===== config.mk =====
export PLATFORM = sky130hd
export DESIGN_NAME = tag_wakeup_station
export DESIGN_NICKNAME = d
export VERILOG_FILES = /design/src/rtl/rs_pkg.sv /design/src/rtl/rs_operand.sv /design/src/rtl/rs_slot.sv /design/src/rtl/rs_age_pick.sv /design/src/rtl/tag_wakeup_station.sv
export SDC_FILE = /design/constraint.sdc
export NUM_CORES = 1
export LEC_CHECK = 0
export BUFFER_PORTS_ARGS = -buffer_cell sky130_fd_sc_hd__buf_2
export CORE_ASPECT_RATIO = 1.5
export CORE_MARGIN = 2
export CORE_UTILIZATION = 35
export CTS_CLUSTER_DIAMETER = 60
export DETAILED_ROUTE_END_ITERATION = 8
export PLACE_DENSITY = 0.58
export SKIP_LAST_GASP = 1
export SLEW_MARGIN = 15
export SYNTH_ARGS = -nofsm -noshare
export SYNTH_HDL_FRONTEND = slang
export SYNTH_SLANG_ARGS = --single-unit
export TNS_END_PERCENT = 50

===== constraint.sdc =====
create_clock -name clk -period 2.1 [get_ports clk]
set_input_delay 0.315 -clock clk [delete_from_list [all_inputs] [get_ports clk]]
set_output_delay 0.315 -clock clk [all_outputs]
set_load 0.1 [all_outputs]

===== src/rtl/rs_pkg.sv =====
package rs_pkg;
   localparam int unsigned NUM_SRC = 2;
   typedef enum int unsigned {
      SRC_A = 0,
      SRC_B = 1
   } src_sel_e;
endpackage


===== src/rtl/rs_operand.sv =====
module rs_operand #(
   parameter int unsigned TAG_W  = 4,
   parameter int unsigned DATA_W = 16
) (
   input  logic              clk,
   input  logic              rst_n,
   input  logic              load,
   input  logic              ins_rdy,
   input  logic [TAG_W-1:0]  ins_tag,
   input  logic [DATA_W-1:0] ins_val,
   input  logic              bc_valid,
   input  logic [TAG_W-1:0]  bc_tag,
   input  logic [DATA_W-1:0] bc_val,
   output logic              rdy,
   output logic [DATA_W-1:0] val
);
   logic [TAG_W-1:0] tag_q;
   logic             hit_new;
   logic             hit_old;

   assign hit_new = bc_valid && (bc_tag == ins_tag);
   assign hit_old = bc_valid && (bc_tag == tag_q);

   always_ff @(posedge clk) begin
      if (!rst_n) begin
         rdy   <= 1'b0;
         val   <= '0;
         tag_q <= '0;
      end else if (load) begin
         tag_q <= ins_tag;
         if (ins_rdy) begin
            rdy <= 1'b1;
            val <= ins_val;
         end else if (hit_new) begin
            rdy <= 1'b1;
            val <= bc_val;
         end else begin
            rdy <= 1'b0;
            val <= ins_val;
         end
      end else if (!rdy && hit_old) begin
         rdy <= 1'b1;
         val <= bc_val;
      end
   end
endmodule


===== src/rtl/rs_slot.sv =====
module rs_slot
   import rs_pkg::*;
#(
   parameter int unsigned TAG_W  = 4,
   parameter int unsigned DATA_W = 16,
   parameter int unsigned OP_W   = 4
) (
   input  logic                            clk,
   input  logic                            rst_n,
   input  logic                            flush,
   input  logic                            load,
   input  logic                            free,
   input  logic [OP_W-1:0]                 ins_op,
   input  logic [NUM_SRC-1:0]              ins_rdy,
   input  logic [NUM_SRC-1:0][TAG_W-1:0]   ins_tag,
   input  logic [NUM_SRC-1:0][DATA_W-1:0]  ins_val,
   input  logic [TAG_W-1:0]                ins_dst,
   input  logic                            bc_valid,
   input  logic [TAG_W-1:0]                bc_tag,
   input  logic [DATA_W-1:0]               bc_val,
   output logic                            vld,
   output logic [NUM_SRC-1:0]              src_rdy,
   output logic [NUM_SRC-1:0][DATA_W-1:0]  src_val,
   output logic [OP_W-1:0]                 op,
   output logic [TAG_W-1:0]                dst
);
   always_ff @(posedge clk) begin
      if (!rst_n) begin
         vld <= 1'b0;
         op  <= '0;
         dst <= '0;
      end else if (flush) begin
         vld <= 1'b0;
      end else if (load) begin
         vld <= 1'b1;
         op  <= ins_op;
         dst <= ins_dst;
      end else if (free) begin
         vld <= 1'b0;
      end
   end

   for (genvar s = 0; s < NUM_SRC; s++) begin : g_src
      rs_operand #(.TAG_W(TAG_W), .DATA_W(DATA_W)) u_opnd (
         .clk      (clk),
         .rst_n    (rst_n),
         .load     (load && !flush),
         .ins_rdy  (ins_rdy[s]),
         .ins_tag  (ins_tag[s]),
         .ins_val  (ins_val[s]),
         .bc_valid (bc_valid),
         .bc_tag   (bc_tag),
         .bc_val   (bc_val),
         .rdy      (src_rdy[s]),
         .val      (src_val[s])
      );
   end
endmodule


===== src/rtl/rs_age_pick.sv =====
module rs_age_pick #(
   parameter int unsigned DEPTH = 4
) (
   input  logic             clk,
   input  logic             rst_n,
   input  logic [DEPTH-1:0] load,
   input  logic [DEPTH-1:0] req,
   output logic [DEPTH-1:0] grant
);
   // older_q[j][i] = 1 means slot j was filled before slot i
   logic [DEPTH-1:0][DEPTH-1:0] older_q;

   always_ff @(posedge clk) begin
      if (!rst_n) begin
         older_q <= '0;
      end else begin
         for (int k = 0; k < DEPTH; k++) begin
            if (load[k]) begin
               for (int j = 0; j < DEPTH; j++) begin
                  older_q[k][j] <= 1'b0;
                  if (j != k) older_q[j][k] <= 1'b1;
               end
            end
         end
      end
   end

   for (genvar i = 0; i < DEPTH; i++) begin : g_pick
      logic [DEPTH-1:0] elder_req;
      always_comb begin
         for (int j = 0; j < DEPTH; j++) elder_req[j] = req[j] & older_q[j][i];
      end
      assign grant[i] = req[i] & ~(|elder_req);
   end
endmodule


===== src/rtl/tag_wakeup_station.sv =====
module tag_wakeup_station
   import rs_pkg::*;
#(
   parameter int unsigned DEPTH  = 4,
   parameter int unsigned TAG_W  = 4,
   parameter int unsigned DATA_W = 16,
   parameter int unsigned OP_W   = 4
) (
   input  logic              clk,
   input  logic              rst_n,
   input  logic              flush,
   input  logic              ins_valid,
   input  logic [OP_W-1:0]   ins_op,
   input  logic              ins_a_rdy,
   input  logic [TAG_W-1:0]  ins_a_tag,
   input  logic [DATA_W-1:0] ins_a_val,
   input  logic              ins_b_rdy,
   input  logic [TAG_W-1:0]  ins_b_tag,
   input  logic [DATA_W-1:0] ins_b_val,
   input  logic [TAG_W-1:0]  ins_dst,
   output logic              full,
   input  logic              bc_valid,
   input  logic [TAG_W-1:0]  bc_tag,
   input  logic [DATA_W-1:0] bc_val,
   output logic              disp_valid,
   output logic [OP_W-1:0]   disp_op,
   output logic [DATA_W-1:0] disp_a,
   output logic [DATA_W-1:0] disp_b,
   output logic [TAG_W-1:0]  disp_dst
);
   if (DEPTH < 2) begin : g_bad_depth
      $error("tag_wakeup_station: DEPTH must be at least 2");
   end
   if (TAG_W < 1 || DATA_W < 1 || OP_W < 1) begin : g_bad_width
      $error("tag_wakeup_station: widths must be nonzero");
   end

   logic [NUM_SRC-1:0]             in_rdy;
   logic [NUM_SRC-1:0][TAG_W-1:0]  in_tag;
   logic [NUM_SRC-1:0][DATA_W-1:0] in_val;

   assign in_rdy[SRC_A] = ins_a_rdy;
   assign in_rdy[SRC_B] = ins_b_rdy;
   assign in_tag[SRC_A] = ins_a_tag;
   assign in_tag[SRC_B] = ins_b_tag;
   assign in_val[SRC_A] = ins_a_val;
   assign in_val[SRC_B] = ins_b_val;

   logic [DEPTH-1:0]                            slot_vld;
   logic [DEPTH-1:0]                            slot_rdy_a;
   logic [DEPTH-1:0]                            slot_rdy_b;
   logic [DEPTH-1:0][NUM_SRC-1:0]               slot_rdy;
   logic [DEPTH-1:0][NUM_SRC-1:0][DATA_W-1:0]   slot_val;
   logic [DEPTH-1:0][OP_W-1:0]                  slot_op;
   logic [DEPTH-1:0][TAG_W-1:0]                 slot_dst;
   logic [DEPTH-1:0]                            first_free;
   logic [DEPTH-1:0]                            load;
   logic [DEPTH-1:0]                            req;
   logic [DEPTH-1:0]                            grant;
   logic                                        accept;

   assign full   = &slot_vld;
   assign accept = ins_valid && !full && !flush;

   always_comb begin
      logic found;
      found      = 1'b0;
      first_free = '0;
      for (int i = 0; i < DEPTH; i++) begin
         if (!slot_vld[i] && !found) begin
            first_free[i] = 1'b1;
            found         = 1'b1;
         end
      end
   end

   assign load = first_free & {DEPTH{accept}};

   for (genvar i = 0; i < DEPTH; i++) begin : g_slot
      rs_slot #(.TAG_W(TAG_W), .DATA_W(DATA_W), .OP_W(OP_W)) u_slot (
         .clk      (clk),
         .rst_n    (rst_n),
         .flush    (flush),
         .load     (load[i]),
         .free     (grant[i]),
         .ins_op   (ins_op),
         .ins_rdy  (in_rdy),
         .ins_tag  (in_tag),
         .ins_val  (in_val),
         .ins_dst  (ins_dst),
         .bc_valid (bc_valid),
         .bc_tag   (bc_tag),
         .bc_val   (bc_val),
         .vld      (slot_vld[i]),
         .src_rdy  (slot_rdy[i]),
         .src_val  (slot_val[i]),
         .op       (slot_op[i]),
         .dst      (slot_dst[i])
      );
      assign slot_rdy_a[i] = slot_rdy[i][SRC_A];
      assign slot_rdy_b[i] = slot_rdy[i][SRC_B];
      assign req[i]        = slot_vld[i] & (&slot_rdy[i]);
   end

   rs_age_pick #(.DEPTH(DEPTH)) u_pick (
      .clk   (clk),
      .rst_n (rst_n),
      .load  (load),
      .req   (req),
      .grant (grant)
   );

   always_comb begin
      disp_op  = '0;
      disp_a   = '0;
      disp_b   = '0;
      disp_dst = '0;
      for (int i = 0; i < DEPTH; i++) begin
         disp_op  |= slot_op[i]         & {OP_W{grant[i]}};
         disp_a   |= slot_val[i][SRC_A] & {DATA_W{grant[i]}};
         disp_b   |= slot_val[i][SRC_B] & {DATA_W{grant[i]}};
         disp_dst |= slot_dst[i]        & {TAG_W{grant[i]}};
      end
   end

   assign disp_valid = |grant;
endmodule


==> metrics.md <==
| Metric | Value |
|---|---|
| Slew @ Worst Pin | 0.838 ns |
| Tot Pwr | 9.14 mW |
| Port Buffers | 116 |
| WL met3 | 2480 µm |
| Critical path startpoint | g_slot[0].u_slot.vld |
| Power Density | 696 nW/µm² |
| Final Hold Viols | 0 |
| Die area | 29,100 µm² |
| Lkg Pwr | 4.97 nW |
| H-Tree Level Count | 1 |
| Total track usage | 0.233 |
| Failing checks | design-rule violations, negative setup slack |
| Worst Path Required | 1.78 ns |
| Clock Sinks | 216 |
| Synth unique cells | 46 |
| Post-synth EDFFs | 0 |
| TritonCTS clock tree | built |
| Cells along the critical path | and3_4, buf_6, a221oi_4, buf_6, buf_12, a22oi_1, nand2_4, buf_12 |
| Synth warnings | 0 |
| Syn nets | 1,227 |
| Seq/Total Area, Yosys | 0.446 |
| Status | complete, but fails checks |
| Starting DRT DRC Count | 1,147 |
| RSZ-0062 raised after global routing | yes |
| Post-route DRC violation count | 14 |
| Post-route ant nets | 0 |
| Initial Util | 0.356 |
| Top routing layer used | met4 |
| Worst VDD drop | 0.585 mV |
| Area Growth Syn to Fin | 35.5% |
| Final slew viol count | 0 |
| Via density | 5.96 |
| Worst reg2reg path startpoint | g_slot[0].u_slot.vld |
| Worst hold path class | in2reg |
| Die Y | 208 µm |
| Startpoint types | flop |
| Crit-path slowest cell | dfxtp_2 |
| Clock Pin Slew Worst Setup and Hold Paths | 0.06 ns |
| Most used DFF post-synth | dfxtp_1 |
| Largest net degree at the start of global routing | 74 |
| Layout Nets | 1,363 |
| Routed WL per cell | 21.3 µm |
| CTS Buf Count | 23 |
| Die Width | 140 µm |
| Critical path's largest stage delay | 0.32 ns |
| First-pass DRT Iterations | 9 |
| Final wirelength | 35,000 µm |
| FFs w/ async S/R, synth | 0 |
| Proportion of layout cells with a drive suffix above 1 | 0.281 |
| # hold bufs at CTS | 0 |
| Rel. slew slack | 0.441 |
| Gpl congestion | 0.825 |
| Syn Area/Cell | 8.41 µm² |
| Synthesized flop and latch total | 216 |
| Buf/Inv on CP | 4 |
| Core area | 27,200 µm² |
| Routed met2 length | 16,900 µm |
| Worst EP arrival | 2.21 ns |
| Vias | 9,803 |
| Placement Cell Area | 11,900 µm² |
| Worst Path Max Fanout | 9 |
| FP Rows | 74 |
| # diodes | 0 |
| Io pins | 117 |
| Vias in the first global route | 9,630 |
| Setup Crit Path Kind | reg2out |
| Minimum clock period | 2.53 ns |
| Cell taking the most area after synthesis | dfxtp_1 |
| Cell area after synthesis | 9690 µm² |
| Setup ws final | -0.428 ns |
| Synth top area cells | dfxtp_1, nand2_1, a222oi_1 |
| Cell area after layout | 13,100 µm² |
| Final hold slack | 0.0791 ns |
| Initial antenna violation count | 0 |
| Final clock skew | 0.00930 ns |
| Pre-CTS setup slack | -0.131 ns |
| Routed met1 length | 13,800 µm |
| Cell family with most CP delay | buffers and inverters |
| First-pass GRT wire length | 54,500 µm |
| Tcrit/Tclk final | 1.20 |
| GR Overflow Total | 0 |
| Clock buffer depth | 3 |
| Clock Latency Late Sink | 0.51 ns |
| FMAX | 396 MHz |
| Endpoint type of the worst setup path | output pin |
| Post-DP HPWL | 21,800 µm |
| Post-synth top area share | 0.446 |
| Syn Inst Count | 1,152 |
| Max cap viols | 0 |
| Root buf cell | clkbuf_16 |
| Hold wc startpoint | ins_dst[2] |
| Final Setup Violations | 42 |
[logic make-up (layout without fill, tap and decap cells)]
logic type                after synthesis  count (layout)  share of synthesized area
and+or+nand+nor                       390             390                      0.171
xor gates and xnor gates               29              29                     0.0262
AOI/OAI and AO/OA                     355             355                      0.273
DFF                                   216             216                      0.446
buffers and inverters                 154             306                     0.0715
muxes                                   8               8                     0.0112
[power breakdown]
group	internal (mW)	switching, mW
Combinational	0.280	0.460
Sequential	4.24	0.0840
Clock	2.37	1.71
[flip-flops by register name, summed over array words and instances (netlist names)]
register,cells
g_slot.u_slot.dst,16
g_slot.u_slot.g_src.u_opnd.rdy,8
g_slot.u_slot.g_src.u_opnd.tag_q,32
g_slot.u_slot.g_src.u_opnd.val,128
g_slot.u_slot.op,16
g_slot.u_slot.vld,4
u_pick.older_q,12
[stage by stage]
step	std cells	utilization	TNS, ns
final	1646	0.483	-15.69
after global routing	1646	0.483	-17.85
after CTS	1648	0.483	-15.59
after detailed placement	1589	0.437	-1.98
after global placement	1589	0.437	-1.34
after floorplan	1152	-	-1.63
[cell usage after synthesis, types with 2 or more instances]
cell type / count
and3_1: 7
o21ai_1: 8
dfxtp_1: 216
nor4_1: 4
a222oi_1: 81
xnor2_1: 19
nand2_1: 286
o22ai_1: 17
nor3_2: 3
a221oi_2: 3
buf_4: 3
o2bb2ai_1: 2
mux2_4: 5
a211oi_1: 4
nor3_1: 35
o21a_1: 17
mux2_2: 3
clkbuf_1: 64
a22oi_1: 83
inv_2: 2
buf_1: 3
or3_1: 3
a221oi_1: 30
inv_1: 54
o31ai_1: 8
xor2_1: 10
buf_2: 17
nor2_1: 26
buf_6: 11
nand2b_1: 7
nor4b_2: 2
nand3_1: 7
o221ai_1: 2
a21oi_1: 98
[tightest hold or removal path, cell delays in order]
cell	delay, ns
buf_2	0.12
nand2_1	0.05
a21oi_1	0.05
[routing by layer]
metal,track usage,up-vias
li1,-,4498
met2,0.395,463
met4,0.112,0
met3,0.0309,98
met1,0.290,4744
met5,0,-
[what timing repair did]
item,4_1_cts,5_1_grt
gates cloned,7,0
buffers inserted,11,0
gates resized for setup,58,12
pin swaps,24,14
endpoints found under the setup margin,42,45
[path summary, 6_finish.rpt]
path,end,slack (ns),depth (start not counted)
setup / recovery,disp_b[0],-0.43,8
hold / removal,g_slot[3].u_slot.dst[2],0.08,3
setup reg to reg,g_slot[3].u_slot.g_src[1].u_opnd.val[15],0.07,5
hold reg to reg,g_slot[2].u_slot.dst[3],0.45,2
[cell type report]
class	instances	area, µm²
Clock buffer	30	632
Fill cell	2670	14100
Timing Repair Buffer	209	2260
Multi-Input combinational cell	782	5160
Clock inverter	11	113
Inverter	56	210
Tap cell	342	428
Sequential cell	216	4330
[cell usage in the layout, fill, tap and decap left out, types with 25 or more instances in the layout]
cell type / instances
nand2_1: 246
a22oi_2: 41
a221oi_1: 29
nor3_1: 35
a222oi_1: 81
nor2_1: 25
buf_12: 61
inv_1: 53
a22oi_1: 42
buf_2: 74
buf_4: 65
a21oi_1: 98
dfxtp_1: 208
Power figures use the tool's default switching activity.
